<file path="src/rtl/sbd_pkg.sv">
`timescale 1ns/1ps
package sbd_pkg;
    localparam int NUM_SLOTS     = 4;
    localparam int SLOT_W        = $clog2(NUM_SLOTS);
    localparam int LINES         = 2;
    localparam int ACK_W         = NUM_SLOTS * LINES;
    localparam int DATA_W        = 16;
    localparam int ADDR_W        = 25;
    localparam int OFF_W         = 23;
    localparam int REG_SLOT_LSB  = 8;
    localparam int REG_SPC_LSB   = 6;
    localparam int IO_OFF_W      = 7;
    localparam int IDINT_OFF_W   = 6;
    localparam int HALF_SLOT_LSB = 23;
    localparam int BYTE_SLOT_LSB = 22;
    localparam int CFG_OFF_W     = 7;
    localparam int NUM_MODE      = 3;
    localparam int CFG_MODE_BASE = 'h2B;
    localparam int CFG_MODE_STEP = 4;

    typedef enum logic [1:0] {
        WIN_CFG  = 2'd0,
        WIN_REGS = 2'd1,
        WIN_HALF = 2'd2,
        WIN_BYTE = 2'd3
    } win_e;

    typedef enum logic [2:0] {
        SP_IO    = 3'd0,
        SP_ID    = 3'd1,
        SP_INT   = 3'd2,
        SP_MEM16 = 3'd3,
        SP_MEM8  = 3'd4
    } space_e;

    typedef struct packed {
        logic              ok;
        logic [SLOT_W-1:0] slot;
        space_e            space;
        logic [OFF_W-1:0]  off;
        logic              swap;
        logic              ack_try;
        logic              ack_line;
    } dec_t;
endpackage

</file>
<file path="src/rtl/sbd_lane_swap.sv">
`timescale 1ns/1ps
module sbd_lane_swap #(
    parameter int W = 16
) (
    input  logic         en,
    input  logic [W-1:0] din,
    output logic [W-1:0] dout
);
    localparam int LANES = W / 8;
    logic [W-1:0] rev;

    for (genvar k = 0; k < LANES; k++) begin : g_lane
        assign rev[k*8 +: 8] = din[(LANES-1-k)*8 +: 8];
    end

    assign dout = en ? rev : din;
endmodule

</file>
<file path="src/rtl/sbd_cfg_regs.sv">
`timescale 1ns/1ps
module sbd_cfg_regs
    import sbd_pkg::*;
(
    input  logic                 clk,
    input  logic                 rst_n,
    input  logic                 wr_en,
    input  logic [CFG_OFF_W-1:0] offset,
    input  logic                 wbit,
    output logic [DATA_W-1:0]    rd_data,
    output logic [NUM_MODE-1:0]  mode
);
    logic [NUM_MODE-1:0] hit;

    for (genvar i = 0; i < NUM_MODE; i++) begin : g_mode
        localparam logic [CFG_OFF_W-1:0] MY_OFF =
            CFG_OFF_W'(CFG_MODE_BASE + i * CFG_MODE_STEP);
        assign hit[i] = (offset == MY_OFF);
        always_ff @(posedge clk or negedge rst_n) begin
            if (!rst_n)
                mode[i] <= 1'b0;
            else if (wr_en && hit[i])
                mode[i] <= wbit;
        end
    end

    assign rd_data = DATA_W'(|(hit & mode));
endmodule

</file>
<file path="src/rtl/sbd_decode.sv">
`timescale 1ns/1ps
module sbd_decode
    import sbd_pkg::*;
(
    input  win_e                win,
    input  logic                half,
    input  logic [ADDR_W-1:0]   addr,
    input  logic [NUM_MODE-1:0] mode,
    output dec_t                dec
);
    logic [3:0]        mode_by_win;
    logic              be;
    logic [ADDR_W-1:0] a;

    // byte window never carries a mode bit
    assign mode_by_win = {1'b0, mode};
    assign be          = mode_by_win[win];
    assign a           = addr ^ ADDR_W'(be && !half);

    always_comb begin
        dec          = '0;
        dec.swap     = be && half;
        unique case (win)
            WIN_REGS: begin
                dec.ok   = 1'b1;
                dec.slot = a[REG_SLOT_LSB +: SLOT_W];
                case (a[REG_SPC_LSB +: 2])
                    2'd2: begin
                        dec.space = SP_ID;
                        dec.off   = OFF_W'(a[IDINT_OFF_W-1:0]);
                    end
                    2'd3: begin
                        dec.space = SP_INT;
                        dec.off   = OFF_W'(a[IDINT_OFF_W-1:0]);
                    end
                    default: begin
                        dec.space = SP_IO;
                        dec.off   = OFF_W'(a[IO_OFF_W-1:0]);
                    end
                endcase
            end
            WIN_HALF: begin
                dec.ok    = 1'b1;
                dec.slot  = a[HALF_SLOT_LSB +: SLOT_W];
                dec.space = SP_MEM16;
                dec.off   = a[OFF_W-1:0];
            end
            WIN_BYTE: begin
                dec.ok    = !half;
                dec.slot  = a[BYTE_SLOT_LSB +: SLOT_W];
                dec.space = SP_MEM8;
                dec.off   = OFF_W'(a[BYTE_SLOT_LSB-1:0]);
            end
            WIN_CFG: begin
                dec.ok = 1'b0;
            end
        endcase
        dec.ack_try  = (win == WIN_REGS) && (dec.space == SP_INT) &&
                       (dec.off[OFF_W-1:2] == '0) && !dec.off[0];
        dec.ack_line = dec.off[1];
    end
endmodule

</file>
<file path="src/rtl/slot_bus_decoder.sv">
`timescale 1ns/1ps
module slot_bus_decoder
    import sbd_pkg::*;
(
    input  logic                        clk,
    input  logic                        rst_n,
    input  logic                        req_valid,
    output logic                        req_ready,
    input  logic                        req_write,
    input  logic [1:0]                  req_win,
    input  logic                        req_half,
    input  logic [ADDR_W-1:0]           req_addr,
    input  logic [DATA_W-1:0]           req_wdata,
    output logic                        rsp_valid,
    output logic [DATA_W-1:0]           rsp_rdata,
    input  logic [NUM_SLOTS-1:0]        slot_present,
    input  logic [ACK_W-1:0]            int_status,
    input  logic [ACK_W-1:0]            int_edge,
    output logic [NUM_SLOTS-1:0]        mod_stb,
    output logic                        mod_we,
    output logic [2:0]                  mod_space,
    output logic [OFF_W-1:0]            mod_offset,
    output logic [DATA_W-1:0]           mod_wdata,
    input  logic [NUM_SLOTS*DATA_W-1:0] mod_rdata,
    output logic [ACK_W-1:0]            int_ack
);
    typedef enum logic [1:0] {
        ST_IDLE  = 2'd0,
        ST_ISSUE = 2'd1,
        ST_REPLY = 2'd2
    } state_e;

    state_e              state_q, state_d;
    win_e                win;
    dec_t                dec;
    logic [NUM_MODE-1:0] mode;
    logic [DATA_W-1:0]   cfg_rd, wdata_sw, slot_rd, slot_rd_sw;
    logic                accept, fwd;
    logic [SLOT_W:0]     ack_idx;

    logic [SLOT_W-1:0]   slot_q;
    logic                fwd_q, swap_q;
    logic [ACK_W-1:0]    ack_q;
    logic [DATA_W-1:0]   cfg_q;

    assign win     = win_e'(req_win);
    assign accept  = (state_q == ST_IDLE) && req_valid;
    assign fwd     = dec.ok && slot_present[dec.slot];
    assign ack_idx = {dec.slot, dec.ack_line};

    sbd_cfg_regs u_cfg (
        .clk     (clk),
        .rst_n   (rst_n),
        .wr_en   (accept && req_write && (win == WIN_CFG)),
        .offset  (req_addr[CFG_OFF_W-1:0]),
        .wbit    (req_wdata[0]),
        .rd_data (cfg_rd),
        .mode    (mode)
    );

    sbd_decode u_dec (
        .win  (win),
        .half (req_half),
        .addr (req_addr),
        .mode (mode),
        .dec  (dec)
    );

    sbd_lane_swap #(.W(DATA_W)) u_wswap (
        .en   (dec.swap),
        .din  (req_wdata),
        .dout (wdata_sw)
    );

    assign slot_rd = mod_rdata[int'(slot_q)*DATA_W +: DATA_W];

    sbd_lane_swap #(.W(DATA_W)) u_rswap (
        .en   (swap_q),
        .din  (slot_rd),
        .dout (slot_rd_sw)
    );

    // state register
    always_ff @(posedge clk or negedge rst_n) begin
        if (!rst_n) state_q <= ST_IDLE;
        else        state_q <= state_d;
    end

    always_comb begin
        state_d = state_q;
        unique case (state_q)
            ST_IDLE:  if (req_valid) state_d = ST_ISSUE;
            ST_ISSUE: state_d = mod_we ? ST_IDLE : ST_REPLY;
            ST_REPLY: state_d = ST_IDLE;
            default:  state_d = ST_IDLE;
        endcase
    end

    // request capture at acceptance
    always_ff @(posedge clk or negedge rst_n) begin
        if (!rst_n) begin
            slot_q     <= '0;
            fwd_q      <= 1'b0;
            swap_q     <= 1'b0;
            ack_q      <= '0;
            cfg_q      <= '0;
            mod_we     <= 1'b0;
            mod_space  <= '0;
            mod_offset <= '0;
            mod_wdata  <= '0;
        end else if (accept) begin
            slot_q     <= dec.slot;
            fwd_q      <= fwd;
            swap_q     <= dec.swap;
            cfg_q      <= (win == WIN_CFG) ? cfg_rd : '0;
            mod_we     <= req_write;
            mod_space  <= dec.space;
            mod_offset <= dec.off;
            mod_wdata  <= wdata_sw;
            if (dec.ack_try && fwd && !req_write &&
                int_status[ack_idx] && !int_edge[ack_idx])
                ack_q <= ACK_W'(1) << ack_idx;
            else
                ack_q <= '0;
        end
    end

    // outputs by state
    always_comb begin
        req_ready = 1'b0;
        rsp_valid = 1'b0;
        mod_stb   = '0;
        int_ack   = '0;
        unique case (state_q)
            ST_IDLE:  req_ready = 1'b1;
            ST_ISSUE: begin
                if (fwd_q) mod_stb[slot_q] = 1'b1;
                int_ack = ack_q;
            end
            ST_REPLY: rsp_valid = 1'b1;
            default: ;
        endcase
    end

    assign rsp_rdata = fwd_q ? slot_rd_sw : cfg_q;

    AST_STB_ONEHOT: assert property (@(posedge clk) disable iff (!rst_n)
        $onehot0(mod_stb));
    AST_STB_SINGLE: assert property (@(posedge clk) disable iff (!rst_n)
        (|mod_stb) |=> (mod_stb == '0));
    AST_RSP_THEN_READY: assert property (@(posedge clk) disable iff (!rst_n)
        rsp_valid |=> req_ready);
    AST_STB_PRESENT: assert property (@(posedge clk) disable iff (!rst_n)
        (|mod_stb) |-> ((mod_stb & ~slot_present) == '0));
    AST_ACK_QUALIFIED: assert property (@(posedge clk) disable iff (!rst_n)
        (|int_ack) |-> ((int_ack & $past(int_status) & ~$past(int_edge)) == int_ack));
    AST_ACK_ON_INT_READ: assert property (@(posedge clk) disable iff (!rst_n)
        (|int_ack) |-> ((|mod_stb) && !mod_we && (mod_space == 3'(SP_INT))));
    AST_SHORT_OFFSET: assert property (@(posedge clk) disable iff (!rst_n)
        ((|mod_stb) && (mod_space <= 3'(SP_INT))) |-> (mod_offset[OFF_W-1:IO_OFF_W] == '0));
endmodule

</file>
<file path="config.mk">
export PLATFORM = sky130hd
export DESIGN_NAME = slot_bus_decoder
export DESIGN_NICKNAME = d
export VERILOG_FILES = /design/src/rtl/sbd_pkg.sv /design/src/rtl/sbd_lane_swap.sv /design/src/rtl/sbd_cfg_regs.sv /design/src/rtl/sbd_decode.sv /design/src/rtl/slot_bus_decoder.sv
export SDC_FILE = /design/constraint.sdc
export NUM_CORES = 1
export LEC_CHECK = 0
export ABC_AREA = 1
export ABC_CLOCK_PERIOD_IN_PS = 2600
export BUFFER_PORTS_ARGS = -buffer_cell sky130_fd_sc_hd__buf_4
export CORE_MARGIN = 4
export CORE_UTILIZATION = 45
export CTS_CLUSTER_DIAMETER = 50
export DETAILED_ROUTE_END_ITERATION = 8
export HOLD_SLACK_MARGIN = 0.08
export PLACE_DENSITY = 0.81
export REMOVE_ABC_BUFFERS = 1
export SLEW_MARGIN = 30
export SYNTH_ARGS = -nofsm -noshare
export SYNTH_HDL_FRONTEND = slang
export SYNTH_SLANG_ARGS = --single-unit
</file>
<file path="constraint.sdc">
create_clock -name clk -period 2.6 [get_ports clk]
set_input_delay 0.78 -clock clk [delete_from_list [all_inputs] [get_ports clk]]
set_output_delay 0.78 -clock clk [all_outputs]
set_load 0.05 [all_outputs]
</file>
# Word-level counts from Yosys, hierarchy flattened
# Cells that the tools add are included.
word_totals:
  in_bits: 132
  ff_bits: 76
  latch_bits: 0
  output_inout_bits: 73
  mem_count: 0
  word_cells: 86
  romBits: 0
  ram_bits: 0
op_classes:
  bitwise: 2
  magnitude_cmp: 5
  n_shift: 2
  n_eq_ne: 12
  mux: 26
  mul: 0
  div_mod_pow: 0
  n_addsub: 0
  n_reduce_logical: 26
ops:
  columns: ["cell", "n"]
  rows:
  - ["28-bit one-hot mux with 3 select lines", 1]
  - ["64-bit by 7-bit indexed part select with 16-bit output", 1]
  - ["25-bit one-hot mux with 2 select lines", 1]
  - ["16-bit two-way mux", 3]
  - ["25-bit by 1-bit XOR with 25-bit output", 1]
  - ["7-bit by 6-bit == test with 1-bit output (second input constant)", 3]
  - ["21-bit logical NOT", 1]
  - ["1-bit logical AND", 17]
  - ["8-bit two-way mux", 2]
  - ["2-bit == test (second input constant)", 5]
  - ["2-bit by 3-bit < comparator with 1-bit output (second input constant)", 3]
  - ["1-bit two-way mux", 8]
  - ["4-bit two-way mux", 2]
  - ["1-bit by 3-bit << shifter with 8-bit output (first input constant)", 1]
  - ["1-bit binary-select mux with 3-bit select", 2]
  - ["1-bit binary-select mux with 2-bit select", 2]
  - ["2-bit by 1-bit == test with 1-bit output (second input constant)", 2]
  - ["1-bit logical NOT", 4]
  - ["2-bit logical NOT", 2]
  - ["3-bit by 4-bit < comparator with 1-bit output (second input constant)", 1]
  - ["2-bit two-way mux", 2]
  - ["2-bit one-hot mux with 2 select lines", 1]
  - ["3-bit bitwise AND", 1]
  - ["3-bit by 2-bit == test with 1-bit output (second input constant)", 1]
  - ["other kinds (6)", 6]

# Longest topological paths before layout
logic_depth:
  ltp_word: 16
  depth_mapped: 12
  depth_no_buf: 11

# By module
# From an unflattened synthesis, not the netlist that was laid out.
hier_totals:
  cells_unflattened: 745
  area_unflattened_um2: 5028.6
modules_own_cells:
  columns: ["module", "area_each_um2", "n_inst", "seq_area_each_um2", "cells_each"]
  rows:
  - ["slot_bus_decoder", 3723.6, 1, 1826.8, 506]
  - ["sbd_lane_swap", 284.0, 2, 0.0, 52]
  - ["sbd_decode", 409.1, 1, 0.0, 88]
  - ["sbd_cfg_regs", 327.8, 1, 75.1, 47]

# Worst setup path before layout
# OpenSTA, ideal clock, no wires.
synth_timing:
  kind: "register to output"
  start: "register slot_q[1]"
  end: "output port mod_stb[2]"
  path_buffers: 2
  t_required_ns: 1.820
  arrival_time_ns: 1.940
  setup_slack_ns: -0.120
  path_stages_with_launch: 5
  cell_sequence: "dfrtp_1 -> buf_2 -> buf_1 -> inv_1 -> nor3_1"
synth_via:
  elab_chain_cells: 6
  word_cells_on_any_way: 7
  classes_between: "order compare (2); mux (4); reduce/logical (1)"
synth_lines:
  columns: ["item", "line", "text"]
  rows:
  - ["start, declared", "slot_bus_decoder.sv:41", "logic [SLOT_W-1:0] slot_q;"]
  - ["start signal, assigned", "slot_bus_decoder.sv:112", "slot_q <= dec.slot;"]
  - ["2-bit by 3-bit < comparator with 1-bit output (not written as such) or 2-bit by 1-bit >= comparator with 1-bit output (tied branches)", "slot_bus_decoder.sv:137", "if (fwd_q) mod_stb[slot_q] = 1'b1;"]
  - ["1-bit logical AND (not written as such)", "slot_bus_decoder.sv:137", null]
  - ["1-bit two-way mux (not written as such)", "slot_bus_decoder.sv:137", null]
  - ["1-bit demux with 2-bit select (*)", "slot_bus_decoder.sv:137", null]
  - ["4-bit two-way mux (*)", "slot_bus_decoder.sv:137", null]
  - ["4-bit two-way mux (*)", "slot_bus_decoder.sv:134", "unique case (state_q)"]
  - ["end, declared", "slot_bus_decoder.sv:19", "output logic [NUM_SLOTS-1:0] mod_stb,"]
# Every way passes the cells marked *; elsewhere a longest branch is shown, timed or not.

# Worst setup path in the final report
layout_timing:
  start: "register slot_q[1]"
  end: "output port rsp_rdata[11]"
layout_via:
  elab_chain_cells: 3
layout_lines:
  columns: ["item", "line", "text"]
  rows:
  - ["64-bit by 7-bit indexed part select with 16-bit output", "slot_bus_decoder.sv:75", "assign slot_rd = mod_rdata[int'(slot_q)*DATA_W +: DATA_W];"]
  - ["16-bit two-way mux", "sbd_lane_swap.sv:16", "assign dout = en ? rev : din;"]
  - ["16-bit two-way mux", "slot_bus_decoder.sv:145", "assign rsp_rdata = fwd_q ? slot_rd_sw : cfg_q;"]
  - ["end, declared", "slot_bus_decoder.sv:15", "output logic [DATA_W-1:0] rsp_rdata,"]
# Every way passes these cells.

==> run_results.csv <==
group,metric,value,unit
outcome,status,"finished, final reports clean",
floorplan,rows,33,
timing,max_slew.worst_pin.slew,0.749,ns
routing,routed_wl,12900,um
timing,clock.fmax,396,MHz
timing,slew_violations,0,
clock_network,cts_sinks,61,
synthesis,synthAdderAreaFrac,0,%
power_and_ir_drop,ir_drop,582,uV
timing,period_minus_slack,2.53,ns
worst_setup_path,path_cells,"nor2_4, buf_4, a22oi_1, nand3_1, nor2_1, nor2_1, buf_4",
clock_network,clk_path_buf_depth,2,
synthesis,ys_warn_count,0,
floorplan,die_h,99.2,um
timing,finalSetupViolations,0,
flow_run,max_cap_violations,0,
worst_setup_path,crit_fanout,8,
synthesis,synthesis.area,0.00374,mm^2
worst_setup_path,path_buf_inv,2,
floorplan,start_util,46.0,%
synthesis,ys_seq_area_share,40.8,%
clock_network,h-tree-depth,3,
synthesis,yosys.cell_types.count,30,
global_route,grt_max_degree,62,
power_and_ir_drop,power.leakage,2.84,nW
timing,rsz0062_at_grt,"yes",
routing,wire_per_inst,15.2,um
clock_network,cts_tree,"done",
hold_path,worstHoldPathType,"flip-flop to flip-flop",
global_route,grt.overflow.total,0,
synthesis,synth_top_area_share,40.8,%
worst_setup_path,cp-end-kind,"output port",
worst_setup_path,crit_slowest_cell,"dfrtp_2",
worst_setup_path,cp_data_arrival_time,1.75,ns
routing,ant_nets,0,
clock_network,cts_buffers,9,
power_and_ir_drop,p_clk_share,17.4,%
routing,num_vias,4513,
timing,period_share,97.2,%
floorplan,die-area,0.00984,mm^2
routing,vias_per_cell,5.32,
power_and_ir_drop,cellPowerDensity,851,mW/mm^2
synthesis,syn-instance-count,538,
worst_setup_path,crit_type,"flip-flop to output port",
power_and_ir_drop,p_int,0.00250,W
finish,fin_cells,848,
worst_setup_path,cp-start-kind,"flip-flop",
finish,nNetsFinal,871,
finish,utilization,69.6,%
routing,drtIter0Drc,205,
finish,syn_to_final_growth,51.1,%
worst_setup_path,r2r_cells,6,
power_and_ir_drop,power.net_switching,0.00232,W
floorplan,io_pins,205,
synthesis,synth_top_family_by_area,"simple AND/OR/NAND/NOR gates",
finish,multi_input_area,0.00197,mm^2
routing,drc_errors,0,
clock_network,clkSlewWorstSetupHoldPaths,0.06,ns
power_and_ir_drop,swShare,48.1,%
floorplan,coreArea,0.00813,mm^2
timing,worst_slew_margin_rel,50.0,%
synthesis,synth-xor-area-share,0,%
global_route,antenna_found_initial,0,
synthesis,syn_area_per_cell,6.96,um^2
hold_path,min_path_cells,2,
worst_setup_path,cp_top_family,"flip-flops",
place,port_buffers,204,
place,place_congestion,0.953,
worst_setup_path,cp_data_required_time,1.82,ns
clock_network,cts_root_buf,"clkbuf_8",
power_and_ir_drop,p_comb_share,54.8,%
finish,seqCellArea,0.00153,mm^2
synthesis,synth_area_leaders,"dfrtp_1 41%, nand2_1 13%, nand3_1 8.3%",
timing,finalClockSkew,0.00739,ns
finish,antenna_cells,0,
global_route,grt_usage,25.6,%
global_route,grt_first_pass_wirelength,20700,um
worst_setup_path,critical_path.max_stage_delay,0.46,ns
synthesis,yosysTopAreaCell,"dfrtp_1",
finish,layout-drive-gt1-share,35.9,%
timing,whs,0.484,ns
floorplan,die_w,99.2,um
place,dpl.cell_count,830,
power_and_ir_drop,p_seq_share,27.7,%
finish,layout_commonest_cell,"buf_4",
worst_setup_path,crit_cells,7,
finish,final_cell_mix,"215 x buf_4, 124 x nand2_1, 72 x nor2_1, 61 x nand3_1, 59 x dfrtp_1",
timing,hold_viol_final,0,
place,dp_hpwl,9850,um
power_and_ir_drop,power.total,0.00481,W
finish,nFillCells,675,
routing,drt-pass1-iter-count,5,
synthesis,synth_simple_gate_area_share,35.3,%
clock_network,insertion_delay,0.34,ns
global_route,grt_pass1_vias,4483,
synthesis,synth_compound_area_share,16.1,%
synthesis,muxShareOfSynthArea,0,%
synthesis,yosys_register_bits,61,
[logic make-up (layout without fill, tap and decap cells)]
group | count (synthesis) | after routing
buf+inv | 69 | 274
compound gates | 109 | 109
simple gates | 299 | 299
flops | 61 | 61
[synth_stat cells]
cell and instances:
nand2_2 3, nand3_2 5, o211ai_1 2, inv_1 31, nand2_1 125, nand3_1 62, a22oi_1 15, nor4_1 3
inv_4 1, o21ai_0 45, nor2_4 1, clkbuf_1 13, clkinv_1 3, buf_1 6, a21oi_1 36, o21ai_1 4
inv_2 3, buf_6 2, nand4_1 13, buf_2 8, o31ai_1 4, nor3_1 7, dfrtp_1 61, nor2_2 2
buf_4 2, nor2_1 75, nand2_4 2, a31oi_1 2, nor3_2 1, o22ai_1 1
[state kept, by name, indices dropped and copies added (netlist names), 2 cells and up]
signal      cells
ack_q           8
u_cfg.mode      3
mod_space       3
mod_wdata      16
mod_offset     23
state_q         2
slot_q          2
[power by group through the flow]
stage | Sequential, W | Combinational (W) | Clock (W)
after floorplan | 0.00203 | 0.000893 | 0
after global placement | 0.00133 | 0.00252 | 0
after detailed placement | 0.00133 | 0.00255 | 0
after CTS | 0.00132 | 0.00255 | 0.000855
after global routing | 0.00137 | 0.00281 | 0.000897
final | 0.00133 | 0.00264 | 0.000839
[worst register-to-register path, stage by stage (launching register included)]
cell and delay [ns]:
dfrtp_1 0.39, nor2_1 0.19, nand2_2 0.16, buf_4 0.26, nor3_1 0.37, a21oi_1 0.12
a31oi_1 0.17
[final timing paths]
| kind | slack (ns) | start | to |
|---|---|---|---|
| worst min register to register | 0.48 | mod_space[1] | mod_space[1] |
| worst max-delay path | 0.07 | slot_q[1] | rsp_rdata[11] |
| worst max register to register | 0.87 | state_q[0] | u_cfg.mode[1] |
| worst min-delay path | 0.48 | mod_space[1] | mod_space[1] |
| max in group asynchronous | 1.55 | rst_n | fwd_q |
| min in group asynchronous | 0.51 | rst_n | mod_wdata[10] |
[metal layers]
metal	GRT usage (%)	vias to the layer above	share of wire (%)
met4	8.61	0	1.8
met3	8.49	21	11
met5	0	-	0
li1	-	2200	-
met1	29.4	2080	38
met2	44.9	212	49
[layout make-up]
type / count / area share [%]
multi-input combinational: 408 / 34.9
timing repair buffer: 221 / 29.7
sequential: 61 / 27.0
clock buffer: 11 / 2.68
inverter: 38 / 2.57
tap: 105 / 2.32
clock inverter: 4 / 0.840
[through the flow]
step / area [um^2] / worst slack [ns] / setup TNS (ns)
after floorplan: 3590 / -0.911 / -42.21
after global placement: 5370 / 0.152 / 0
after detailed placement: 5370 / 0.165 / 0
after CTS: 5560 / 0.000125 / 0
after global routing: 5660 / -0.0345 / -0.0941
final: 5660 / 0.0721 / 0
[timing repair]
item	CTS	global route
buffers inserted	0	1
setup endpoints to repair	0	18
hold buffers	0	0
resized for setup	0	35
(Power assumes the default switching activity.)
